### config.mk
export PLATFORM = sky130hd
export DESIGN_NAME = ci_data_port
export DESIGN_NICKNAME = d
export VERILOG_FILES = /design/src/rtl/ci_pkg.sv /design/src/rtl/ci_store.sv /design/src/rtl/ci_mc_engine.sv /design/src/rtl/ci_cpu_stage.sv /design/src/rtl/ci_data_port.sv
export SDC_FILE = /design/constraint.sdc
export NUM_CORES = 1
export LEC_CHECK = 0
export BUFFER_PORTS_ARGS = -buffer_cell sky130_fd_sc_hd__buf_2
export CAP_MARGIN = 40
export CORE_MARGIN = 8
export CORE_UTILIZATION = 53
export DETAILED_ROUTE_END_ITERATION = 10
export GPL_TIMING_DRIVEN = 0
export HOLD_SLACK_MARGIN = 0.06
export PLACE_DENSITY = 0.9
export SLEW_MARGIN = 30
export SYNTH_ARGS = -nofsm -noshare
export SYNTH_HDL_FRONTEND = slang
export SYNTH_SLANG_ARGS = --single-unit
### constraint.sdc
create_clock -name clk -period 3.6 [get_ports clk]
set_input_delay 0.18 -clock clk [delete_from_list [all_inputs] [get_ports clk]]
set_output_delay 0.18 -clock clk [all_outputs]
set_load 0.02 [all_outputs]
### src/rtl/ci_pkg.sv
package ci_pkg;

    typedef enum logic [1:0] {
        OP_COMB   = 2'b00,
        OP_WRITE  = 2'b01,
        OP_WAITRD = 2'b10,
        OP_SYNCRD = 2'b11
    } ci_op_e;

    typedef enum logic [1:0] {
        ST_IDLE = 2'd0,
        ST_ONE  = 2'd1,
        ST_WAIT = 2'd2
    } ci_state_e;

    function automatic logic is_handshaked(ci_op_e o);
        return o != OP_COMB;
    endfunction

    function automatic ci_state_e first_state(ci_op_e o);
        return (o == OP_WAITRD) ? ST_WAIT : ST_ONE;
    endfunction

endpackage

### src/rtl/ci_store.sv
module ci_store #(
    parameter int DATA_W = 32
) (
    input  logic              clk,
    input  logic              rst,
    input  logic              commit,
    input  logic [DATA_W-1:0] commit_data,
    output logic [DATA_W-1:0] stored,
    output logic [DATA_W-1:0] ext_out
);
    logic [DATA_W-1:0] stored_q;
    logic [DATA_W-1:0] out_q;

    always_ff @(posedge clk) begin
        if (rst) begin
            stored_q <= '0;
            out_q    <= '0;
        end else if (commit) begin
            stored_q <= commit_data;
            out_q    <= commit_data;
        end
    end

    assign stored  = stored_q;
    assign ext_out = out_q;

    // only a commit from the engine may change the stored value
    a_r2_no_stray_write: assert property (@(posedge clk) disable iff (rst)
        !commit |=> $stable(stored_q) && $stable(out_q));

endmodule

### src/rtl/ci_mc_engine.sv
module ci_mc_engine
    import ci_pkg::*;
#(
    parameter int DATA_W = 32
) (
    input  logic              clk,
    input  logic              rst,
    input  logic              clk_en,
    input  logic              start,
    input  ci_op_e            op,
    input  logic [DATA_W-1:0] dataa,
    input  logic [DATA_W-1:0] ext_in,
    input  logic              ext_in_valid,
    input  logic [DATA_W-1:0] stored,
    output logic              busy,
    output logic              issue,
    output logic              done,
    output logic [DATA_W-1:0] result,
    output logic              commit,
    output logic [DATA_W-1:0] commit_data
);
    ci_state_e         state_q, state_d;
    ci_op_e            op_q;
    logic [DATA_W-1:0] hold_q;

    assign busy  = state_q != ST_IDLE;
    assign issue = clk_en && start && !busy && is_handshaked(op);

    always_comb begin
        state_d = state_q;
        unique case (state_q)
            ST_IDLE: if (issue) state_d = first_state(op);
            ST_ONE:  if (clk_en) state_d = ST_IDLE;
            ST_WAIT: if (clk_en && ext_in_valid) state_d = ST_IDLE;
            default: state_d = ST_IDLE;
        endcase
    end

    always_ff @(posedge clk) begin
        if (rst) begin
            state_q <= ST_IDLE;
            op_q    <= OP_COMB;
            hold_q  <= '0;
        end else begin
            state_q <= state_d;
            if (issue) begin
                op_q   <= op;
                hold_q <= dataa;
            end
        end
    end

    always_comb begin
        done   = 1'b0;
        result = '0;
        if (clk_en) begin
            if (state_q == ST_ONE) begin
                done   = 1'b1;
                result = (op_q == OP_WRITE) ? hold_q : stored;
            end else if (state_q == ST_WAIT && ext_in_valid) begin
                done   = 1'b1;
                result = ext_in;
            end
        end
    end

    assign commit      = clk_en && state_q == ST_ONE && op_q == OP_WRITE;
    assign commit_data = hold_q;

    // a one-cycle operation completes as soon as the clock is enabled
    a_r3_fixed_done: assert property (@(posedge clk) disable iff (rst)
        (state_q == ST_ONE && clk_en) |-> done);
    // no completion of a waiting read without valid input
    a_r5_wait_holds: assert property (@(posedge clk) disable iff (rst)
        (state_q == ST_WAIT && !ext_in_valid) |-> !done);
    // a start while busy does not end or restart the operation
    a_r6_busy_ignore: assert property (@(posedge clk) disable iff (rst)
        (busy && start && !done) |=> busy && $stable(op_q) && $stable(hold_q));
    // no progress while the clock enable is low
    a_r8_frozen: assert property (@(posedge clk) disable iff (rst)
        !clk_en |=> $stable(state_q));

endmodule

### src/rtl/ci_cpu_stage.sv
module ci_cpu_stage #(
    parameter int DATA_W = 32
) (
    input  logic              clk,
    input  logic              rst,
    input  logic              clk_en,
    input  logic              comb_issue,
    input  logic [DATA_W-1:0] comb_data,
    input  logic              issue,
    input  logic              busy,
    input  logic              done,
    input  logic [DATA_W-1:0] result,
    output logic              stall,
    output logic [DATA_W-1:0] wb_data,
    output logic              wb_valid
);
    logic              wb_valid_q;
    logic [DATA_W-1:0] wb_data_q;

    assign stall = issue || (busy && !done);

    always_ff @(posedge clk) begin
        if (rst) begin
            wb_valid_q <= 1'b0;
            wb_data_q  <= '0;
        end else if (clk_en) begin
            wb_valid_q <= done || comb_issue;
            wb_data_q  <= done ? result : comb_data;
        end
    end

    assign wb_valid = wb_valid_q;
    assign wb_data  = wb_data_q;

    // the combinational path never stalls
    a_r2_comb_no_stall: assert property (@(posedge clk) disable iff (rst)
        comb_issue |-> !stall);
    // each completion is written back in the next cycle with its result
    a_r9_wb_follows: assert property (@(posedge clk) disable iff (rst)
        (done && clk_en) |=> wb_valid && wb_data == $past(result));

endmodule

### src/rtl/ci_data_port.sv
module ci_data_port
    import ci_pkg::*;
#(
    parameter int DATA_W = 32
) (
    input  logic              clk,
    input  logic              rst,
    input  logic              clk_en,
    input  logic              start,
    input  logic [1:0]        op,
    input  logic [DATA_W-1:0] dataa,
    input  logic [DATA_W-1:0] ext_in,
    input  logic              ext_in_valid,
    output logic [DATA_W-1:0] result,
    output logic              done,
    output logic [DATA_W-1:0] comb_result,
    output logic [DATA_W-1:0] ext_out,
    output logic              stall,
    output logic [DATA_W-1:0] wb_data,
    output logic              wb_valid
);
    ci_op_e            op_e;
    logic [DATA_W-1:0] stored;
    logic              busy, issue, commit, comb_issue;
    logic [DATA_W-1:0] commit_data;

    assign op_e        = ci_op_e'(op);
    assign comb_result = stored;
    assign comb_issue  = start && !busy && op_e == OP_COMB;

    ci_store #(.DATA_W(DATA_W)) u_store (
        .clk         (clk),
        .rst         (rst),
        .commit      (commit),
        .commit_data (commit_data),
        .stored      (stored),
        .ext_out     (ext_out)
    );

    ci_mc_engine #(.DATA_W(DATA_W)) u_engine (
        .clk          (clk),
        .rst          (rst),
        .clk_en       (clk_en),
        .start        (start),
        .op           (op_e),
        .dataa        (dataa),
        .ext_in       (ext_in),
        .ext_in_valid (ext_in_valid),
        .stored       (stored),
        .busy         (busy),
        .issue        (issue),
        .done         (done),
        .result       (result),
        .commit       (commit),
        .commit_data  (commit_data)
    );

    ci_cpu_stage #(.DATA_W(DATA_W)) u_stage (
        .clk        (clk),
        .rst        (rst),
        .clk_en     (clk_en),
        .comb_issue (comb_issue),
        .comb_data  (stored),
        .issue      (issue),
        .busy       (busy),
        .done       (done),
        .result     (result),
        .stall      (stall),
        .wb_data    (wb_data),
        .wb_valid   (wb_valid)
    );

    // outputs follow the store only through committed writes
    a_r1_out_tracks_store: assert property (@(posedge clk) disable iff (rst)
        ext_out == comb_result);

endmodule

==> results.tsv <==
stage	metric	value	unit
clock_tree	CTS Root Cell	clkbuf_8	
floorplanning	Core Area	9200	um^2
worst_setup_path	WP data arrival	2.02	ns
layout	fin cells	953	
drt	DR pass1 iterations	5	
clock_tree	hold-fix buffers at CTS	22	
layout	Layout Nets	906	
synth	#FFs+latches synth	101	
worst_setup_path	CP Capture Type	output pin	
floorplanning	die height	113	um
layout	Area growth, synth to finish	31.7	%
timing	Final Max Tran Viols	0	
synth	Seq/Total Area, Yosys	0.404	
status	status	finished, final reports clean	
placed_design	pre-CTS setup slack	1.82	ns
timing	Max Freq	455	MHz
worst_setup_path	Crit Path Class	register to output pin	
clock_tree	cts bufs inserted	9	
layout	share of cells above drive strength 1	0.336	
global_routing	largest net degree at the start of global routing	18	
drt	wire length after detailed routing	17100	um
floorplanning	row cnt	35	
synth	area share of the leading cell type in the synthesized netlist	0.404	
placed_design	Placer Congestion	0.888	
clock_tree	cts repair resizes	0	
placed_design	Port-buffer cells	200	
global_routing	grt ovf	0	
drt	WL per Instance	17.9	um
clock_tree	CTS tree	built	
timing	period utilisation layout	0.610	
drt	First DRT Iteration DRCs	358	
global_routing	all-layer global routing usage	0.254	
power	P per Cell Area	344	nW/um^2
synth	Yosys cell types	28	
synth	area leader, netlist	dfxtp_1	
clock_tree	Post-CTS Setup Bufs	0	
layout	leading cell type in the layout, fill and taps excluded	buf_2	
timing	final hold vios	0	
floorplanning	DIE AREA	12800	um^2
drt	vias per inst	5.58	
worst_setup_path	Critical Path Source Type	register	
drt	Remaining DRCs	0	
timing	Layout Skew	0.0160	ns
global_routing	first-pass GRT wire length	26200	um
timing	setup ws final	1.40	ns
synth	Syn Std Cell Area	5000	um^2
timing	setup TNS	0	ns
placed_design	DPL Wire Length	12800	um
power	P_leak	0.00322	uW
floorplanning	Die Wd	113	um
synth	Syn Inst Count	602	
timing	final count of negative-setup-slack endpoints	0	
run	count of max-cap constraint violations	0	
worst_setup_path	crit path max fanout	10	
timing	Period minus WS final	2.20	ns
floorplanning	Ports	202	
layout	most frequent cells in the layout	buf_2, nand2_1, dfxtp_1, mux2i_1, buf_4	
floorplanning	initial core utilization	0.544	
synth	Synthesis Warnings	0	
clock_tree	Reg clk slew, reported paths	0.10	ns
drt	total number of vias	5322	
power	Peak VDD IR	0.257	mV
clock_tree	htree depth	3	
global_routing	vias in the first global route	5439	
timing	Worst-Margin Slew	0.676	ns
timing	RSZ-0062 raised after global routing	false	
synth	Mean Syn Cell Area	8.31	um^2
clock_tree	# clock sinks	101	
drt	Post-DRT Antenna Nets	0	
placed_design	placed cells	913	
worst_hold_path	HP Class	input port to register	
synth	synthesized net count	673	
clock_tree	CTS Buffer Depth	2	
clock_tree	Clock Latency Late Sink	0.36	ns
timing	Slew Limit Headroom	0.549	
synth	Synth area leaders	dfxtp_1, mux2i_1, nand2_1	
global_routing	initial antenna violation count	1	
worst_setup_path	Crit path required time	3.42	ns
-- cell usage after synthesis --
| library cell | count |
|---|---|
| clkbuf_1 | 25 |
| and3b_1 | 1 |
| buf_6 | 2 |
| o22ai_1 | 1 |
| or2_2 | 1 |
| nand2_1 | 135 |
| nand2b_1 | 1 |
| o221a_1 | 26 |
| buf_4 | 44 |
| nor3_1 | 1 |
| mux2i_1 | 64 |
| o21ai_2 | 1 |
| inv_1 | 1 |
| o21a_1 | 2 |
| nor2b_1 | 6 |
| a21oi_1 | 37 |
| nor2_1 | 34 |
| and4bb_2 | 1 |
| nand3b_1 | 1 |
| o221a_2 | 6 |
| clkbuf_2 | 1 |
| o21ai_1 | 30 |
| nand3_1 | 2 |
| buf_2 | 10 |
| o21ai_0 | 35 |
| dfxtp_1 | 101 |
| a31oi_1 | 1 |
| and2_1 | 32 |
-- routing by layer --
metal,track usage,vias up,routed length (um),share of wire
met5,0,-,0,0
met4,0.138,0,566,0.033
met3,0.0559,49,1440,0.084
met2,0.454,300,8650,0.51
met1,0.273,2480,6420,0.38
li1,-,2493,-,-
-- cell type report --
| type | instances | area, um^2 |
|---|---|---|
| Antenna cell | 2 | 5.00 |
| Buffer | 82 | 502 |
| Clock buffer | 9 | 124 |
| Clock inverter | 7 | 95.1 |
| Fill cell | 721 | 2610 |
| Inverter | 1 | 3.75 |
| Multi-Input combinational cell | 418 | 2480 |
| Sequential cell | 101 | 2020 |
| Tap cell | 111 | 139 |
| Timing Repair Buffer | 222 | 1220 |
-- worst max-delay path, stage by stage (launching register included) --
cell and delay (ns):
dfxtp_1 0.48, and3b_1 0.23, buf_4 0.20, buf_4 0.21, nand2_1 0.08, o21ai_1 0.11
and2_1 0.16, buf_2 0.17
-- state kept, by name, summed over array words and instances (netlist names) --
| name | count |
|---|---|
| u_store.ext_out | 32 |
| u_engine.commit_data | 32 |
| u_engine.state_q | 2 |
| u_engine.op_q | 2 |
| u_stage.wb_valid | 1 |
| u_stage.wb_data | 32 |
-- worst paths after layout --
kind | startpoint | end | slack [ns] | cells past startpoint
hold / removal | dataa[20] | u_engine.commit_data[20] | 0.06 | 3
hold reg to reg | u_engine.op_q[0] | u_engine.op_q[0] | 0.47 | 2
setup reg to reg | u_engine.state_q[1] | u_stage.wb_data[14] | 1.90 | 4
setup / recovery | u_engine.state_q[1] | result[2] | 1.40 | 7
-- where the power goes --
part | total, uW | internal (uW) | switching [uW] | leakage, uW
Combinational | 290 | 119 | 171 | 0.00229
Clock | 800 | 395 | 406 | 0.000110
Sequential | 1180 | 1150 | 24.8 | 0.000823
Total | 2270 | 1670 | 602 | 0.00322
-- stage by stage --
step | area, um^2 | utilization | hold slack (ns) | power, uW
2_1_floorplan | 5000 | - | 0.316 | 1350
3_3_place_gp | 6140 | 0.668 | 0.425 | 1460
3_5_place_dp | 6140 | 0.668 | 0.428 | 1470
4_1_cts | 6580 | 0.716 | 0.0613 | 2260
5_1_grt | 6590 | 0.716 | 0.0709 | 2320
6_report | 6590 | 0.716 | 0.0630 | 2270
-- cells by family after synthesis --
group / synth area share
multiplexers: 0.128
AO/OA/AOI/OAI: 0.181
AND/OR/NAND/NOR: 0.186
flip-flops: 0.404
buffers and inverters: 0.101
Note: power is estimated with default switching activity, not from simulation.
